$ cat src/rtl/gpio_pkg.sv
package gpio_pkg;
  localparam int unsigned PINS   = 32;
  localparam int unsigned ADDR_W = 5;

  // word index = byte offset >> 2
  localparam logic [2:0] IDX_DATA = 3'd0;
  localparam logic [2:0] IDX_SET  = 3'd1;
  localparam logic [2:0] IDX_CLR  = 3'd2;
  localparam logic [2:0] IDX_TOG  = 3'd3;
  localparam logic [2:0] IDX_IN   = 3'd4;
  localparam logic [2:0] IDX_DIR  = 3'd5;

  typedef enum logic [2:0] {
    OP_HOLD,
    OP_LOAD,
    OP_SET,
    OP_CLR,
    OP_TOG
  } latch_op_e;
endpackage

$ cat src/rtl/gpio_rst_sync.sv
module gpio_rst_sync #(
  parameter int unsigned STAGES = 2
) (
  input  logic clk,
  input  logic rst_n,
  output logic rst_n_sync
);
  logic [STAGES-1:0] chain_q;
  logic [STAGES-1:0] chain_d;

  always_comb begin
    chain_d = {chain_q[STAGES-2:0], 1'b1};
  end

  always_ff @(posedge clk or negedge rst_n) begin
    if (!rst_n) chain_q <= '0;
    else        chain_q <= chain_d;
  end

  assign rst_n_sync = chain_q[STAGES-1];
endmodule

$ cat src/rtl/gpio_in_sync.sv
module gpio_in_sync #(
  parameter int unsigned WIDTH  = 32,
  parameter int unsigned STAGES = 2
) (
  input  logic             clk,
  input  logic [WIDTH-1:0] async_in,
  output logic [WIDTH-1:0] sync_out
);
  logic [WIDTH-1:0] stage_q [STAGES];

  // synchronizer flops carry no reset
  for (genvar s = 0; s < STAGES; s++) begin : g_stage
    if (s == 0) begin : g_first
      always_ff @(posedge clk) stage_q[s] <= async_in;
    end else begin : g_rest
      always_ff @(posedge clk) stage_q[s] <= stage_q[s-1];
    end
  end

  assign sync_out = stage_q[STAGES-1];
endmodule

$ cat src/rtl/gpio_out_latch.sv
module gpio_out_latch
  import gpio_pkg::*;
#(
  parameter int unsigned WIDTH = 32
) (
  input  logic             clk,
  input  logic             rst_ni,
  input  latch_op_e        op,
  input  logic [WIDTH-1:0] wdata,
  output logic [WIDTH-1:0] q
);
  logic [WIDTH-1:0] q_d;
  logic             q_en;

  always_comb begin
    q_en = (op != OP_HOLD);
    unique case (op)
      OP_LOAD: q_d = wdata;
      OP_SET:  q_d = q | wdata;
      OP_CLR:  q_d = q & ~wdata;
      OP_TOG:  q_d = q ^ wdata;
      default: q_d = q;
    endcase
  end

  always_ff @(posedge clk or negedge rst_ni) begin
    if (!rst_ni)   q <= '0;
    else if (q_en) q <= q_d;
  end

  AST_SET_FORCES_ONES: assert property (@(posedge clk) disable iff (!rst_ni)
    (op == OP_SET) |=> ((q & $past(wdata)) == $past(wdata)));
  AST_CLR_FORCES_ZEROS: assert property (@(posedge clk) disable iff (!rst_ni)
    (op == OP_CLR) |=> ((q & $past(wdata)) == '0));
  AST_TOG_FLIPS_MASK: assert property (@(posedge clk) disable iff (!rst_ni)
    (op == OP_TOG) |=> ((q ^ $past(q)) == $past(wdata)));
  AST_HOLD_KEEPS: assert property (@(posedge clk) disable iff (!rst_ni)
    (op == OP_HOLD) |=> $stable(q));
endmodule

$ cat src/rtl/gpio_reg_decode.sv
module gpio_reg_decode
  import gpio_pkg::*;
#(
  parameter int unsigned WIDTH  = 32,
  parameter int unsigned AW     = 5
) (
  input  logic             wr,
  input  logic [AW-1:0]    addr,
  input  logic [WIDTH-1:0] latch_q,
  input  logic [WIDTH-1:0] dir_q,
  input  logic [WIDTH-1:0] in_sync,
  output latch_op_e        op,
  output logic             dir_we,
  output logic [WIDTH-1:0] rdata
);
  logic [2:0] idx;

  assign idx = addr[AW-1:2];

  always_comb begin
    op     = OP_HOLD;
    dir_we = 1'b0;
    if (wr) begin
      unique case (idx)
        IDX_DATA: op     = OP_LOAD;
        IDX_SET:  op     = OP_SET;
        IDX_CLR:  op     = OP_CLR;
        IDX_TOG:  op     = OP_TOG;
        IDX_DIR:  dir_we = 1'b1;
        default:  op     = OP_HOLD;
      endcase
    end
  end

  always_comb begin
    unique case (idx)
      IDX_DATA: rdata = latch_q;
      IDX_IN:   rdata = in_sync;
      IDX_DIR:  rdata = dir_q;
      default:  rdata = '0;
    endcase
  end
endmodule

$ cat src/rtl/gpio_data_port.sv
module gpio_data_port
  import gpio_pkg::*;
#(
  parameter int unsigned WIDTH       = PINS,
  parameter int unsigned AW          = ADDR_W,
  parameter int unsigned SYNC_STAGES = 2
) (
  input  logic             clk,
  input  logic             rst_n,
  input  logic             bus_wr,
  input  logic [AW-1:0]    bus_addr,
  input  logic [WIDTH-1:0] bus_wdata,
  output logic [WIDTH-1:0] bus_rdata,
  input  logic [WIDTH-1:0] pad_in,
  output logic [WIDTH-1:0] pad_out,
  output logic [WIDTH-1:0] pad_oe
);
  logic             rst_ni;
  latch_op_e        op;
  logic             dir_we;
  logic [WIDTH-1:0] latch_q;
  logic [WIDTH-1:0] dir_q;
  logic [WIDTH-1:0] dir_d;
  logic [WIDTH-1:0] in_sync;

  gpio_rst_sync #(.STAGES(2)) u_rst (
    .clk        (clk),
    .rst_n      (rst_n),
    .rst_n_sync (rst_ni)
  );

  gpio_in_sync #(.WIDTH(WIDTH), .STAGES(SYNC_STAGES)) u_sync (
    .clk      (clk),
    .async_in (pad_in),
    .sync_out (in_sync)
  );

  gpio_reg_decode #(.WIDTH(WIDTH), .AW(AW)) u_dec (
    .wr      (bus_wr),
    .addr    (bus_addr),
    .latch_q (latch_q),
    .dir_q   (dir_q),
    .in_sync (in_sync),
    .op      (op),
    .dir_we  (dir_we),
    .rdata   (bus_rdata)
  );

  gpio_out_latch #(.WIDTH(WIDTH)) u_latch (
    .clk    (clk),
    .rst_ni (rst_ni),
    .op     (op),
    .wdata  (bus_wdata),
    .q      (latch_q)
  );

  // direction mask: next state and register kept apart
  always_comb begin
    dir_d = dir_we ? bus_wdata : dir_q;
  end

  always_ff @(posedge clk or negedge rst_ni) begin
    if (!rst_ni)     dir_q <= '0;
    else if (dir_we) dir_q <= dir_d;
  end

  assign pad_oe  = dir_q;
  assign pad_out = latch_q & dir_q;

  AST_DIR_ONLY_ON_WRITE: assert property (@(posedge clk) disable iff (!rst_ni)
    !(bus_wr && (bus_addr[AW-1:2] == IDX_DIR)) |=> $stable(pad_oe));
  AST_NO_DRIVE_WHEN_INPUT: assert property (@(posedge clk) disable iff (!rst_ni)
    (pad_out & ~pad_oe) == '0);
  AST_RESET_QUIET: assert property (@(posedge clk)
    !rst_ni |-> (pad_oe == '0 && pad_out == '0));
endmodule

$ cat config.mk
export PLATFORM = sky130hd
export DESIGN_NAME = gpio_data_port
export DESIGN_NICKNAME = d
export VERILOG_FILES = /design/src/rtl/gpio_pkg.sv /design/src/rtl/gpio_rst_sync.sv /design/src/rtl/gpio_in_sync.sv /design/src/rtl/gpio_out_latch.sv /design/src/rtl/gpio_reg_decode.sv /design/src/rtl/gpio_data_port.sv
export SDC_FILE = /design/constraint.sdc
export NUM_CORES = 1
export LEC_CHECK = 0
export ABC_AREA = 1
export BUFFER_PORTS_ARGS = -buffer_cell sky130_fd_sc_hd__buf_2
export CORE_AREA = 4 4 124 126
export CTS_CLUSTER_SIZE = 28
export DETAILED_ROUTE_END_ITERATION = 16
export DIE_AREA = 0 0 128 130
export GPL_ROUTABILITY_DRIVEN = 0
export PLACE_DENSITY = 0.91
export SETUP_SLACK_MARGIN = 0.3
export SYNTH_ARGS = -nofsm -noshare
export SYNTH_HDL_FRONTEND = slang
export SYNTH_HIERARCHICAL = 1
export SYNTH_SLANG_ARGS = --single-unit
$ cat constraint.sdc
create_clock -name clk -period 6.1 [get_ports clk]
set_clock_uncertainty 0.2 [all_clocks]
set_input_delay 0 -clock clk [delete_from_list [all_inputs] [get_ports clk]]
set_output_delay 0 -clock clk [all_outputs]
set_load 0.02 [all_outputs]
Yosys cells after proc, flatten, opt, wreduce, memory -nomap -nowiden
Memory sizes are Yosys's and may differ from the RTL's.
Cells that the tools add are included.
Word-level totals
  bits of input ports: 72
  memories: 1
  logic and storage cells: 28
  register bits: 66
  bits in writable memories: 64
Operators by class
  eq/ne operators: 9
  mux-type cells: 6
  bitwise operators: 5
  reduce and logical (&&, ||, !) cells: 4
Memories
  u_sync.stage_q: depth 2, bits a word 32, rd ports 2, clocked after Yosys merged registers in 0, wr ports 2, RTL line gpio_in_sync.sv:9  | logic [WIDTH-1:0] stage_q [STAGES];
Operators by type and width (number)
  $pmux 32 s4: 1
  $pmux 32 s3: 1
  $and 32x32->32: 2
  $not 32->32: 1
  $or 32x32->32: 1
  $xor 32x32->32: 1
  $eq 3x2->1 const B: 4
  $pmux 3 s4: 1
  $eq 3x3->1 const B: 3
  $eq 3x1->1 const B: 2
  $reduce_bool 4->1: 1
  $logic_not 3->1: 1
  $mux 3: 1
  $reduce_bool 3->1: 1
  $mux 1: 2
  $reduce_and 2->1: 1

Depth between registers and ports, before layout
  depth after elaboration: 6
  gate-level depth with buffers: 13
  mapped depth without buffers: 10

Modules after synthesis
The synthesis kept the hierarchy.
Modules (own cells, without submodules)
  gpio_out_latch: area an instance 3590.9 um^2, cells each 525, instances 1
  gpio_data_port: area an instance 1532.7 um^2, cells each 200, instances 1
  gpio_in_sync: area an instance 1521.5 um^2, cells each 96, instances 1
  gpio_reg_decode: area an instance 1063.5 um^2, cells each 162, instances 1
  gpio_rst_sync: area an instance 53.8 um^2, cells each 3, instances 1

Worst setup path after synthesis
OpenSTA, ideal clock, no wires.
  kind: input to register
  start: in bus_addr[2]
  end: reg u_latch.q[0]
  library setup time: 65 ps
  data arrival time: 1298 ps
  stages on the path: 12
  data required time: 5835 ps
  setup slack: 4537 ps
  cell sequence: buf_6 -> nor2_4 -> buf_2 -> nor3b_1 -> buf_4 -> clkbuf_1 -> nand4_1 -> nand2_1 -> nor2_1 -> nand2_1 -> nand2_1 -> nand2_1
On the way
  cells in the longest elaborated chain, start to end: 6
  elaborated cells on any way between the ends: 14
  classes of those cells: 7 x eq/ne; 3 x mux; 4 x reduce/logical
RTL lines
  start, declared: RTL line gpio_data_port.sv:11  | input logic [AW-1:0] bus_addr,
  $eq 3x2->1 (tied with other cells): RTL line gpio_reg_decode.sv:24  | unique case (idx)
  $pmux 3 s4 *: RTL line gpio_reg_decode.sv:24
  $mux 3 *: RTL line gpio_reg_decode.sv:23  | if (wr) begin
  named net op[1]: RTL line gpio_data_port.sv:19  | latch_op_e op;
  $eq 3x1->1 (tied with other cells): RTL line gpio_out_latch.sv:17  | unique case (op)
  $reduce_bool 4->1 (no source line)
  $reduce_and 2->1 (no source line)
  end signal, assigned: RTL line gpio_out_latch.sv:28  | else if (q_en) q <= q_d;
  end, declared: RTL line gpio_out_latch.sv:10  | output logic [WIDTH-1:0] q
Mark *: on every way through the listed nets, which the timed path passes. The rest lies on a longest branch.
A chain may end at the register's enable or synchronous reset.

Worst setup path in the final report
  start: in bus_addr[4]
  end: reg u_latch.q[14]
Same word-level chain as after synthesis.

==> flow_summary.ini <==
[critical_path]
cp_max_fo = 34
r2r-start = u_latch/q[27]
ff2ff_path_depth = 8
worst_ep_required_time_ns = 6.19
cp.arrival_ns = 4.34
cp-start-kind = input port
rrSetupSlack_ns = 4.46
worstSetupPathType = in2reg
r2r_end = u_latch/q[27]
end_kind = flip-flop

[route]
vias_per_cell = 5.597
wire_per_inst_microns = 16.89
vias = 7584
drt_iter0_markers = 860
wl_mm = 22.89
ant_nets = 0
route.detailed.drc = 0
firstDrtPassIters = 6

[cts]
cts_tree = yes
cts_buffers = 17
clock-sinks = 130
root_buffer = clkbuf_16
postCtsHoldBufs = 81
cts_buffer_depth = 2
path_clk_slew_ns = 0.06
post_cts.repair.setup_buffers = 0
h-tree-depth = 4
clk-insertion-delay-late_ns = 0.41
cts.repair.resized = 0

[global_route]
busiest_layer = met2
met2_usage = 0.4855
grt_usage = 0.2732
met1_usage = 0.3115
antenna_found_initial = 1
overflow = 0
use_met3 = 0.05117
grt_max_degree = 65
grt_pass1_vias = 7572
grt_pass1_wl_mm = 36.43

[cells_and_area]
final_util = 0.6650
fin_nets = 1293
num-fill-cells = 1061
layout-drive-gt1-share = 0.2453
fin_cells = 1355
area_growth_pct = 22.63

[logic_synthesis]
yosysTopAreaCell = dfrtp_1
syn_nets = 1122
syn_area_sq_um = 7762
synth_area_leaders = dfrtp_1, dfxtp_1, nand2_1, ha_1, nand4_1
yosysWarningCount = 6
synth_cells = 986
synth_edf_count = 0
yosysUniqueCellTypes = 27
synth-seq-cells = 130
synth.avg_cell_area_sq_um = 7.873
synth_most_common_cell = nand2_1
synth_seq_area_share = 0.3778
synth_top_area_frac = 0.2128
synthTopCellsByCount = nand2_1, nand3_1, inv_1, nand4_1, dfrtp_1
synthArstFlopShare = 0.5077
synth_flop_cell = dfrtp_1

[timing]
fin_crit_sh = 0.6963
worst_pin_slew_ns = 1.393
timing.hold.ws_ns = 0.01377
rsz0062_at_grt = no
setup_viol = 0
finalCriticalPeriod_ns = 4.247
fmax_mhz = 235.4
finalHoldViolations = 0
slew_violations = 0
relSlewSlack = 0.06715
setup_tns_ns = 0

[min_path]
holdPathEnd = u_sync/stage_q[0][24]
hold_class = in2reg
whs_path_depth = 2
min_from = pad_in[24]

[die]
coreArea_sq_um = 14310
die_width_microns = 128
dieArea_sq_um = 16640
fp.dieH_microns = 130
num_rows = 44
initial_core_util = 0.5423
ios = 168

[power]
p_comb_frac = 0.243
power_frac_clock = 0.350
power_switching_mw = 0.9585
powerDensity_nw_per_um2 = 282.7
p_leak_nw = 5.295
peakVddDrop_uv = 166.3
power_frac_seq = 0.408
p_sw_frac = 0.3561
internal_power_mw = 1.733

[placed_design]
port_buffers = 165
dp_hpwl_mm = 12.37
post-place-cells = 1241

[outcome]
status = finished, final reports clean

[flow_run]
maxCapViolCount = 0
==> cells by family (layout without fill, tap and decap cells) <==
family	count (synthesis)	after routing	synth area share
compound gates	1	1	0.0006441
fa+ha+maj	64	64	0.1032
buf+inv	201	385	0.1441
flops	130	130	0.3778
other cells	1	2	0.0004831
simple gates	589	589	0.3738
==> registers in the layout, summed over array words and instances (netlist names) <==
| name | count |
|---|---|
| u_sync/stage_q | 64 |
| u_rst/chain_q | 2 |
| pad_oe | 32 |
| u_latch/q | 32 |
==> worst max-delay path, cell delays in order <==
cell     delay (ns)
buf_2          0.12
inv_2          0.67
nand2_1        0.36
nor2_4         0.81
nand2_2        0.71
nand2_2        0.87
inv_2          0.52
nand2_1        0.18
nand2_1        0.08
==> cell type report <==
class,instances,area (sq um),share of cell area
clock buffers,17,425.4,0.04469
repair buffers,252,1682,0.1767
multi-input cells,655,3741,0.3930
clock inverters,15,115.1,0.01209
inverters,101,389.1,0.04088
diodes,1,2.502,0.0002629
well taps,184,230.2,0.02419
flip-flops and latches,130,2934,0.3082
==> placed cells by master, fill, tap and decap left out <==
cell,Yosys,layout
dfrtp_2,0,1
buf_2,31,165
inv_4,1,4
clkinvlp_4,0,1
inv_2,3,3
nor3b_2,0,2
buf_4,38,6
ha_1,64,64
nand4_1,96,96
nor2_2,28,28
clkinv_2,0,2
inv_1,96,96
nand3_2,30,31
dlygate4sd3_1,0,81
dfrtp_1,66,65
inv_8,1,1
o21ai_1,1,1
nand3_1,99,98
nor2_4,2,4
nand2_2,12,12
nand3b_4,1,1
inv_6,0,9
conb_1,1,1
diode_2,0,1
clkbuf_16,0,17
nand2_1,281,281
dfxtp_1,64,64
nor2_1,38,36
==> worst max path at each step <==
stage | slack, ns | cells past startpoint | to | start
finish | 1.85 | 9 | u_latch/q[14] | bus_addr[4]
global route | 1.67 | 9 | u_latch/q[31] | bus_addr[4]
CTS | 1.99 | 9 | u_latch/q[14] | bus_addr[4]
detailed placement | 1.62 | 9 | u_latch/q[12] | bus_addr[4]
global placement | 1.72 | 9 | u_latch/q[24] | bus_addr[4]
floorplan | 3.93 | 0 | pad_oe[0] | u_rst/chain_q[1]
==> per-stage QoR <==
step | setup WS, ns | instance area [sq um] | total power, mW
2_1_floorplan | 3.926 | 7762 | 1.515
3_3_place_gp | 1.717 | 8165 | 1.666
3_5_place_dp | 1.624 | 8165 | 1.701
4_1_cts | 1.989 | 9517 | 2.679
5_1_grt | 1.672 | 9517 | 2.827
6_report | 1.853 | 9519 | 2.692
==> power groups by stage <==
stage          clock network, mW  logic, mW  registers (mW)
2_1_floorplan                  0      0.386            1.13
3_3_place_gp                   0      0.566            1.10
3_5_place_dp                   0      0.595            1.11
4_1_cts                    0.952      0.636            1.09
5_1_grt                    0.994      0.721            1.11
6_report                   0.941      0.653            1.10
==> metal layers <==
metal	vias up	routed length, microns
li1	3500	-
met1	3557	8836
met2	441	11540
met3	84	1687
met4	2	811
met5	-	7
Power figures use the tool's default switching activity.
